--- src/rtl/adcSeqPkg.sv ---
package adcSeqPkg;
  localparam logic [3:0] ADR_CTRL  = 4'd0;
  localparam logic [3:0] ADR_CHAN  = 4'd1;
  localparam logic [3:0] ADR_PAIR  = 4'd2;
  localparam logic [3:0] ADR_IE    = 4'd3;
  localparam logic [3:0] ADR_DATAH = 4'd4;
  localparam logic [3:0] ADR_DATAL = 4'd5;
  localparam logic [3:0] ADR_WLOL  = 4'd6;
  localparam logic [3:0] ADR_WLOH  = 4'd7;
  localparam logic [3:0] ADR_WHIL  = 4'd8;
  localparam logic [3:0] ADR_WHIH  = 4'd9;

  localparam logic [1:0] SRC_SOFT = 2'd0;
  localparam logic [1:0] SRC_TMRA = 2'd1;
  localparam logic [1:0] SRC_TMRB = 2'd2;
  localparam logic [1:0] SRC_EXT  = 2'd3;

  localparam logic [3:0] MUX_GND  = 4'd15;
  localparam logic [3:0] MUX_TEMP = 4'd8;

  typedef struct packed {
    logic load;
    logic step;
    logic finish;
  } seqStrobe_t;
endpackage

--- src/rtl/adcSeqCtrl.sv ---
module adcSeqCtrl
  import adcSeqPkg::*;
#(
  parameter int RES_BITS = 12,
  parameter int IDX_W = $clog2(RES_BITS)
) (
  input  logic             clk,
  input  logic             rstN,
  input  logic             busWe,
  input  logic [3:0]       busAddr,
  input  logic [7:0]       busWdata,
  input  logic             trigTmrA,
  input  logic             trigTmrB,
  input  logic             trigExt,
  input  logic             winHit,
  input  logic [7:0]       dataHi,
  input  logic [7:0]       dataLo,
  output seqStrobe_t       strobe,
  output logic [IDX_W-1:0] bitIdx,
  output logic [7:0]       busRdata,
  output logic [15:0]      winLo,
  output logic [15:0]      winHi,
  output logic             leftJust,
  output logic             doneIrq,
  output logic             winIrq,
  output logic [3:0]       muxPos,
  output logic [3:0]       muxNeg,
  output logic             diffMode
);
  localparam logic [IDX_W-1:0] TOP_IDX = IDX_W'(RES_BITS - 1);

  logic [1:0]       modeQ;
  logic             leftQ, shdnQ, doneQ, winQ, busyQ, extPrevQ;
  logic [3:0]       chanQ, pairQ;
  logic [1:0]       ieQ;
  logic [15:0]      winLoQ, winHiQ;
  logic [IDX_W-1:0] cntQ;

  logic ctrlWr, swStart, hwStart, startGo, lastBit;

  assign ctrlWr  = busWe && (busAddr == ADR_CTRL);
  assign swStart = ctrlWr && busWdata[0] && (busWdata[5:4] == SRC_SOFT) && !busWdata[7];

  always_comb begin
    unique case (modeQ)
      SRC_TMRA: hwStart = trigTmrA;
      SRC_TMRB: hwStart = trigTmrB;
      SRC_EXT:  hwStart = trigExt && !extPrevQ;
      default:  hwStart = 1'b0;
    endcase
  end

  assign startGo = !busyQ && (swStart || (hwStart && !shdnQ));
  assign lastBit = busyQ && (cntQ == '0);

  assign strobe.load   = startGo;
  assign strobe.step   = busyQ;
  assign strobe.finish = lastBit;
  assign bitIdx        = cntQ;

  // sequencer
  always_ff @(posedge clk) begin
    if (!rstN) begin
      busyQ    <= 1'b0;
      cntQ     <= '0;
      extPrevQ <= 1'b0;
    end else begin
      extPrevQ <= trigExt;
      if (startGo) begin
        busyQ <= 1'b1;
        cntQ  <= TOP_IDX;
      end else if (busyQ) begin
        if (lastBit) busyQ <= 1'b0;
        else         cntQ  <= cntQ - 1'b1;
      end
    end
  end

  // register bank
  always_ff @(posedge clk) begin
    if (!rstN) begin
      modeQ  <= SRC_SOFT;
      leftQ  <= 1'b0;
      shdnQ  <= 1'b0;
      chanQ  <= '0;
      pairQ  <= '0;
      ieQ    <= '0;
      winLoQ <= '0;
      winHiQ <= '0;
    end else if (busWe) begin
      unique case (busAddr)
        ADR_CTRL: begin
          modeQ <= busWdata[5:4];
          leftQ <= busWdata[6];
          shdnQ <= busWdata[7];
        end
        ADR_CHAN: chanQ <= busWdata[3:0];
        ADR_PAIR: pairQ <= busWdata[3:0];
        ADR_IE:   ieQ   <= busWdata[1:0];
        ADR_WLOL: winLoQ[7:0]  <= busWdata;
        ADR_WLOH: winLoQ[15:8] <= busWdata;
        ADR_WHIL: winHiQ[7:0]  <= busWdata;
        ADR_WHIH: winHiQ[15:8] <= busWdata;
        default: ;
      endcase
    end
  end

  // sticky flags: setting wins over a clearing write
  always_ff @(posedge clk) begin
    if (!rstN) begin
      doneQ <= 1'b0;
      winQ  <= 1'b0;
    end else begin
      if (lastBit)                     doneQ <= 1'b1;
      else if (ctrlWr && !busWdata[2]) doneQ <= 1'b0;
      if (winHit)                      winQ  <= 1'b1;
      else if (ctrlWr && !busWdata[3]) winQ  <= 1'b0;
    end
  end

  always_comb begin
    unique case (busAddr)
      ADR_CTRL:  busRdata = {shdnQ, leftQ, modeQ, winQ, doneQ, busyQ, 1'b0};
      ADR_CHAN:  busRdata = {4'b0, chanQ};
      ADR_PAIR:  busRdata = {4'b0, pairQ};
      ADR_IE:    busRdata = {6'b0, ieQ};
      ADR_DATAH: busRdata = dataHi;
      ADR_DATAL: busRdata = dataLo;
      ADR_WLOL:  busRdata = winLoQ[7:0];
      ADR_WLOH:  busRdata = winLoQ[15:8];
      ADR_WHIL:  busRdata = winHiQ[7:0];
      ADR_WHIH:  busRdata = winHiQ[15:8];
      default:   busRdata = 8'h00;
    endcase
  end

  // input selection
  always_comb begin
    if (chanQ[3]) begin
      muxPos   = MUX_TEMP;
      muxNeg   = MUX_GND;
      diffMode = 1'b0;
    end else if (pairQ[chanQ[2:1]]) begin
      muxPos   = {1'b0, chanQ[2:1], 1'b0};
      muxNeg   = {1'b0, chanQ[2:1], 1'b1};
      diffMode = 1'b1;
    end else begin
      muxPos   = chanQ;
      muxNeg   = MUX_GND;
      diffMode = 1'b0;
    end
  end

  assign winLo    = winLoQ;
  assign winHi    = winHiQ;
  assign leftJust = leftQ;
  assign doneIrq  = doneQ && ieQ[0];
  assign winIrq   = winQ && ieQ[1];
endmodule

--- src/rtl/adcSeqDatapath.sv ---
module adcSeqDatapath
  import adcSeqPkg::*;
#(
  parameter int RES_BITS = 12,
  parameter int IDX_W = $clog2(RES_BITS)
) (
  input  logic                clk,
  input  logic                rstN,
  input  seqStrobe_t          strobe,
  input  logic [IDX_W-1:0]    bitIdx,
  input  logic                cmpIn,
  input  logic                leftJust,
  input  logic [15:0]         winLo,
  input  logic [15:0]         winHi,
  output logic [RES_BITS-1:0] dacCode,
  output logic [7:0]          dataHi,
  output logic [7:0]          dataLo,
  output logic                winHit
);
  localparam int PAD = 16 - RES_BITS;

  logic [RES_BITS-1:0] sarQ, sarNext, resultQ;
  logic [15:0]         nextWide, outWide;

  always_comb begin
    for (int i = 0; i < RES_BITS; i++) begin
      if (i == int'(bitIdx))          sarNext[i] = cmpIn;
      else if (i + 1 == int'(bitIdx)) sarNext[i] = 1'b1;
      else                            sarNext[i] = sarQ[i];
    end
  end

  always_ff @(posedge clk) begin
    if (!rstN) begin
      sarQ    <= '0;
      resultQ <= '0;
    end else begin
      if (strobe.load)        sarQ <= {1'b1, {(RES_BITS-1){1'b0}}};
      else if (strobe.step)   sarQ <= sarNext;
      if (strobe.finish)      resultQ <= sarNext;
    end
  end

  assign nextWide = 16'(sarNext);
  assign winHit   = strobe.finish && (nextWide >= winLo) && (nextWide <= winHi);

  assign outWide  = leftJust ? (16'(resultQ) << PAD) : 16'(resultQ);
  assign dataHi   = outWide[15:8];
  assign dataLo   = outWide[7:0];
  assign dacCode  = sarQ;
endmodule

--- src/rtl/adcSeqTop.sv ---
module adcSeqTop
  import adcSeqPkg::*;
#(
  parameter int RES_BITS = 12
) (
  input  logic                clk,
  input  logic                rstN,
  input  logic                busWe,
  input  logic [3:0]          busAddr,
  input  logic [7:0]          busWdata,
  output logic [7:0]          busRdata,
  input  logic                trigTmrA,
  input  logic                trigTmrB,
  input  logic                trigExt,
  input  logic                cmpIn,
  output logic [RES_BITS-1:0] dacCode,
  output logic [3:0]          muxPos,
  output logic [3:0]          muxNeg,
  output logic                diffMode,
  output logic                doneIrq,
  output logic                winIrq
);
  localparam int IDX_W = $clog2(RES_BITS);

  seqStrobe_t       strobe;
  logic [IDX_W-1:0] bitIdx;
  logic [15:0]      winLo, winHi;
  logic [7:0]       dataHi, dataLo;
  logic             leftJust, winHit;

  adcSeqCtrl #(.RES_BITS(RES_BITS), .IDX_W(IDX_W)) uCtrl (
    .clk(clk), .rstN(rstN), .busWe(busWe), .busAddr(busAddr), .busWdata(busWdata),
    .trigTmrA(trigTmrA), .trigTmrB(trigTmrB), .trigExt(trigExt), .winHit(winHit),
    .dataHi(dataHi), .dataLo(dataLo), .strobe(strobe), .bitIdx(bitIdx),
    .busRdata(busRdata), .winLo(winLo), .winHi(winHi), .leftJust(leftJust),
    .doneIrq(doneIrq), .winIrq(winIrq), .muxPos(muxPos), .muxNeg(muxNeg),
    .diffMode(diffMode)
  );

  adcSeqDatapath #(.RES_BITS(RES_BITS), .IDX_W(IDX_W)) uDp (
    .clk(clk), .rstN(rstN), .strobe(strobe), .bitIdx(bitIdx), .cmpIn(cmpIn),
    .leftJust(leftJust), .winLo(winLo), .winHi(winHi), .dacCode(dacCode),
    .dataHi(dataHi), .dataLo(dataLo), .winHit(winHit)
  );
endmodule

--- config.mk ---
export PLATFORM = sky130hd
export DESIGN_NAME = adcSeqTop
export DESIGN_NICKNAME = d
export VERILOG_FILES = /design/src/rtl/adcSeqPkg.sv /design/src/rtl/adcSeqCtrl.sv /design/src/rtl/adcSeqDatapath.sv /design/src/rtl/adcSeqTop.sv
export SDC_FILE = /design/constraint.sdc
export NUM_CORES = 1
export LEC_CHECK = 0
export ABC_AREA = 1
export BUFFER_PORTS_ARGS = -buffer_cell sky130_fd_sc_hd__buf_4
export CORE_MARGIN = 2
export CORE_UTILIZATION = 47
export DETAILED_ROUTE_END_ITERATION = 8
export PLACE_DENSITY = 0.66
export SKIP_LAST_GASP = 1
export SLEW_MARGIN = 25
export SYNTH_ARGS = -nofsm -noshare
export SYNTH_HDL_FRONTEND = slang
export SYNTH_SLANG_ARGS = --single-unit
--- constraint.sdc ---
create_clock -name clk -period 5.7 [get_ports clk]
set_input_delay 1.14 -clock clk [delete_from_list [all_inputs] [get_ports clk]]
set_output_delay 1.14 -clock clk [all_outputs]
set_load 0.02 [all_outputs]
; Word-level counts from Yosys, hierarchy flattened
; Index checks and enable logic that the tools add are counted.
[word_totals]
reg_bits = 78
latch_bits = 0
ram_bits = 0
mem_bits_ro = 0
inputBits = 19
output_inout_bits = 31
n_memories = 0
[op_classes]
n_addsub = 1
mul = 0
div_mod_pow = 0
n_lt_le_gt_ge = 3
eq_ne = 25
n_shift = 0
n_mux = 47
bitwise = 2
reduce_logical = 39
[ops]
columns = cell, count
row1 = $pmux 8 s10, 1
row2 = $mux 1, 35
row3 = $eq 4x4->1 const A, 8
row4 = $mux 12, 2
row5 = $mux 4, 6
row6 = $reduce_and 2->1, 10
row7 = $eq 4x3->1 const B, 4
row8 = $ge 12x16->1, 1
row9 = $le 12x16->1, 1
row10 = $mux 16, 1
row11 = $logic_and 1x1->1, 14
row12 = $eq 3x4->1 const A, 3
row13 = $logic_not 4->1, 3
row14 = $eq 4x2->1 const B, 2
row15 = $eq 4x4->1 const B, 2
row16 = $logic_not 1->1, 6
row17 = $reduce_bool 2->1, 3
row18 = $eq 2x2->1 const B, 2
row19 = $eq 2x4->1 const A, 1
row20 = $eq 4x1->1 const B, 1
row21 = $sub 4x1->4 const B, 1
row22 = $lt 2x3->1 const B, 1
row23 = $pmux 1 s3, 1
row24 = $bmux 1 s2, 1
row25 = other kinds (6), 7

; Logic depth before layout (Yosys ltp)
[logic_depth]
word_depth = 9
depth_mapped = 18
ltp_nobuf = 18

; Hierarchy
; A second synthesis with hierarchy kept.
[hier_totals]
cells_unflattened = 714
hier_area_um2 = 4859.7
[modules_own_cells]
columns = module, n_inst, cells_per_inst, area_per_inst_um2, seq_area_each_um2
row1 = adcSeqCtrl, 1, 404, 2846.5, 1081.0
row2 = adcSeqDatapath, 1, 310, 2013.2, 480.5

; Worst setup path after synthesis
; Ideal clock, no wire load.
[synth_timing]
kind = input to output
startpoint = input port busAddr[1]
endpoint = output port busRdata[0]
t_arrival_ps = 1926
path_slack_ps = 2634
path_stages = 6
path_cell_list = nand2_1 > inv_1 > nand2_1 > o22ai_1 > nor3_1 > o2111ai_1
[synth_via]
elab_chain_len = 2
elab_cells_between_ends = 11
[synth_rtl]
columns = element, line_no
row1 = start: declaration, adcSeqTop.sv:9  ; input logic [3:0] busAddr,
row2 = "$eq 4x4->1, or another cell as far along", adcSeqCtrl.sv:123  ; unique case (busAddr)
row3 = $pmux 8 s10 *, adcSeqCtrl.sv:123
row4 = end: declaration, adcSeqTop.sv:11  ; output logic [7:0] busRdata,
; Every way passes the cells marked *; elsewhere a longest branch is shown, timed or not.

; Final worst setup path
[layout_timing]
startpoint = input port busAddr[2]
endpoint = output port busRdata[1]
; Same word-level chain as after synthesis.

==> metrics.md <==
| Metric | Value |
|---|---|
| Clock power frac | `37.6%` |
| Critical path startpoint category | `input pin` |
| Slowest-stage cell, CP | `nor4_1` |
| R2r startpoint | `uCtrl.bitIdx[0]` |
| Post-synthesis xor/xnor area fraction | `less than 1%` |
| Tcrit/Tclk final | `~62%` |
| Switch Pwr | `between 0.3 and 0.4 mW` |
| Run status | `complete, no violations` |
| Initial drt markers | `roughly 240` |
| Skew-Pair Late Insertion Delay | `0.35 ns` |
| Min Tclk post-route | `~3.5 ns` |
| Post-DR vias/cell | `between 5 and 6` |
| Number of global-route vias before repair | `approximately 3,900` |
| Most Frequent Cell on Critical Path | `buf_4` |
| Final Max Tran Viols | `0` |
| Vias | `between 4,000 and 5,000` |
| Die footprint | `about 0.010 mm^2` |
| CTS Hold Buffers Added | `0` |
| Final Hold Viols | `0` |
| Synthesized Nets | `between 600 and 700` |
| Final #Nets | `between 700 and 800` |
| Power Density | `218.8 mW/mm^2` |
| Seq cells post-synth | `78` |
| CP Class | `input pin to output port` |
| Fillcell total | `approximately 940` |
| Post-synthesis compound-gate area fraction | `23.79%` |
| CTS H-tree depth | `3` |
| CP required | `about 4.6 ns` |
| RSZ-0062 raised after global routing | `no` |
| Gr usage total | `between 20% and 30%` |
| Fraction of synthesized area in multiplexers | `0%` |
| CP Max Fanout | `6` |
| F_max | `roughly 280 MHz` |
| Final ANT Viol Nets | `0` |
| CTS Buf Count | `9` |
| Port buffer count | `48` |
| Die width | `between 100 and 150 um` |
| Beginning of the critical path | `busAddr[2]` |
| Clock Skew | `~0.013 ns` |
| Final WL | `roughly 14,000 um` |
| Gr ovfl total | `0` |
| Share of cells above drive strength 1 | `around 16%` |
| Core ar. | `about 0.0092 mm^2` |
| DR DRC count | `0` |
| Initial antenna violation count | `0` |
| Avg Inst Size Synth | `6.993 um^2` |
| Top-area cell type share of the netlist area | `34.89%` |
| Post-synthesis sequential area ratio | `about a third` |
| Slowest stage delay, CP | `~0.33 ns` |
| Global-route wire length before repair | `21,440 um` |
| Most common cell after layout, fill and taps aside | `nand2_1` |
| Hold_sp | `uDp.resultQ[1]` |
| P&R area growth vs syn | `13.61%` |
| Crit-path cells | `buf_4 > inv_2 > nor2_2 > nand2_1 > a21oi_1 > nor4_1 > o2111ai_1 > buf_4` |
| Critical Path AT | `2.39 ns` |
| Synthesized area | `0.004476 mm^2` |
| Diode count | `0` |
| Switching Fraction | `~28%` |
| DR pass1 iterations | `4` |
| Synth area leader | `dfxtp_1` |
| Clk buf depth | `2` |
| Largest net degree at the start of global routing | `51` |
| CTS tree | `done` |
| Slew HR | `47.99%` |
| Pleak | `roughly 2.1 nW` |
| Site Rows | `35` |
| Post-Synth Simple-Gate Area | `between 20% and 30%` |
| Gate power share | `between 10% and 20%` |
| Top Ports | `50` |
| Total Neg Setup Slack | `0 ns` |
| Height of the die | `about 100 um` |
| Max Cap Violations | `0` |
| Yosys cell types | `34` |
| Post-synthesis adder-cell area fraction | `between 7 and 8%` |
| Clk sinks | `78` |
| DR WL/cell | `~17 um` |
| Peak VDD IR | `0.1279 mV` |
| Sequential share of power | `between 50 and 60%` |
| CTS clk-pin slew, worst paths | `0.09 ns` |
| Worst Hold Class | `flip-flop to flip-flop` |
| Commonest non-fill, non-tap cells in the layout | `nand2_1 (137), a21oi_1 (89), inv_1 (89)` |
| Worst-Margin Slew | `between 0.7 and 0.8 ns` |
| Initial Util | `48.44%` |
| CTS resizes | `0` |
| Pwr Total | `around 1.1 mW` |
| Synthesis warning total | `0` |
| DP Wirelength | `approximately 11,000 um` |
| Crit end category | `output port` |
| Mapped Cells | `640` |
| Routability congestion estimate from global placement | `a little over 0.9` |
| Int Pwr | `0.7987 mW` |
| Final setup vio count | `0` |
| Largest family of logic cells by synthesized area | `compound AO/OA/AOI/OAI gates` |
| Buffer count from post-CTS setup fixing | `0` |
| Top cells by area, synth | `dfxtp_1 (35%), nand2_1 (11%), a21oi_1 (10%), ha_1 (7.8%), inv_1 (7.5%)` |
| CTS root buf | `clkbuf_8` |
[synth_stat cells]
master and number:
a211oi_1 1, a21oi_1 89, a21oi_2 10, a221oi_1 2
a31oi_1 2, buf_2 7, buf_4 3, buf_6 1
clkbuf_1 9, clkinv_1 1, conb_1 1, dfxtp_1 78
ha_1 28, inv_1 89, inv_2 14, nand2_1 137
nand2_2 4, nand2_4 2, nand3_1 13, nand4_1 5
nand4_2 1, nor2_1 23, nor2_2 5, nor2_4 11
nor3_1 15, nor4_1 1, o2111ai_1 6, o211ai_2 1
o21a_1 2, o21ai_0 46, o21ai_1 14, o21bai_1 1
o22ai_1 17, xor2_1 1
[sequential cells by signal, summed over array words and instances, names as in the netlist]
| name | count |
|---|---|
| uCtrl.winHi | 16 |
| uCtrl.winLo | 16 |
| uDp.dacCode | 12 |
| uDp.resultQ | 12 |
| uCtrl.bitIdx | 4 |
| uCtrl.chanQ | 4 |
| uCtrl.pairQ | 4 |
| uCtrl.ieQ | 2 |
| uCtrl.modeQ | 2 |
| uCtrl.busyQ | 1 |
| uCtrl.doneQ | 1 |
| uCtrl.extPrevQ | 1 |
| uCtrl.leftJust | 1 |
| uCtrl.shdnQ | 1 |
| uCtrl.winQ | 1 |
[critical path: cells and delay by family]
family,cells,cell delay (ns)
AO/OA/AOI/OAI,2,0.30
AND/OR/NAND/NOR,3,0.54
buffers and inverters,3,0.40
[cells by family (layout without fill, tap and decap cells)]
kind of cell             Yosys count  in the layout
AO/OA/AOI/OAI                    191            191
XOR/XNOR                           1              1
adder cells (fa/ha/maj)           28             28
buffers and inverters            124            168
flip-flops                        78             78
other                              1              1
AND/OR/NAND/NOR                  217            217
[metal layers]
layer	global-route usage [%]	up-vias	part of all wire (%)
li1	-	2188	-
met1	38.42	1990	47
met2	42.97	127	45
met3	6.625	21	6.4
met4	8.628	0	1.8
met5	0	-	0
[cell type report]
cell class	instances	area (um^2)	area share [%]
multi-input cells	438	2421	47.61
clock buffers	10	127.6	2.510
flip-flops and latches	78	1562	30.71
inverters	104	390.4	7.677
well taps	129	161.4	3.174
repair buffers	48	360.3	7.087
clock inverters	6	62.56	1.230
[stage by stage]
stage | hold WS [ns] | area, um^2 | worst slack (ns) | util [%] | std cells
CTS | 0.4732 | 5085 | 2.235 | 55.03 | 813
detailed placement | 0.4593 | 4895 | 2.237 | 52.97 | 797
floorplan | 0.4440 | 4476 | 2.634 | - | 640
finish | 0.4722 | 5085 | 2.172 | 55.03 | 813
global placement | 0.4569 | 4895 | 2.268 | 52.97 | 797
global route | 0.5040 | 5085 | 2.081 | 55.03 | 813
[worst paths after layout]
check / end / slack (ns) / cells past startpoint
hold / removal: uDp.resultQ[1] / 0.47 / 2
hold reg to reg: uDp.resultQ[1] / 0.47 / 2
setup reg to reg: uCtrl.winQ / 3.18 / 17
setup / recovery: busRdata[1] / 2.17 / 8
[power groups by stage]
stage / clock (mW) / sequential, mW / combinational [mW]
global route: 0.449 / 0.560 / 0.152
CTS: 0.424 / 0.559 / 0.134
detailed placement: 0 / 0.572 / 0.134
finish: 0.418 / 0.559 / 0.136
floorplan: 0 / 0.570 / 0.0896
global placement: 0 / 0.571 / 0.132
(Power assumes the default switching activity.)
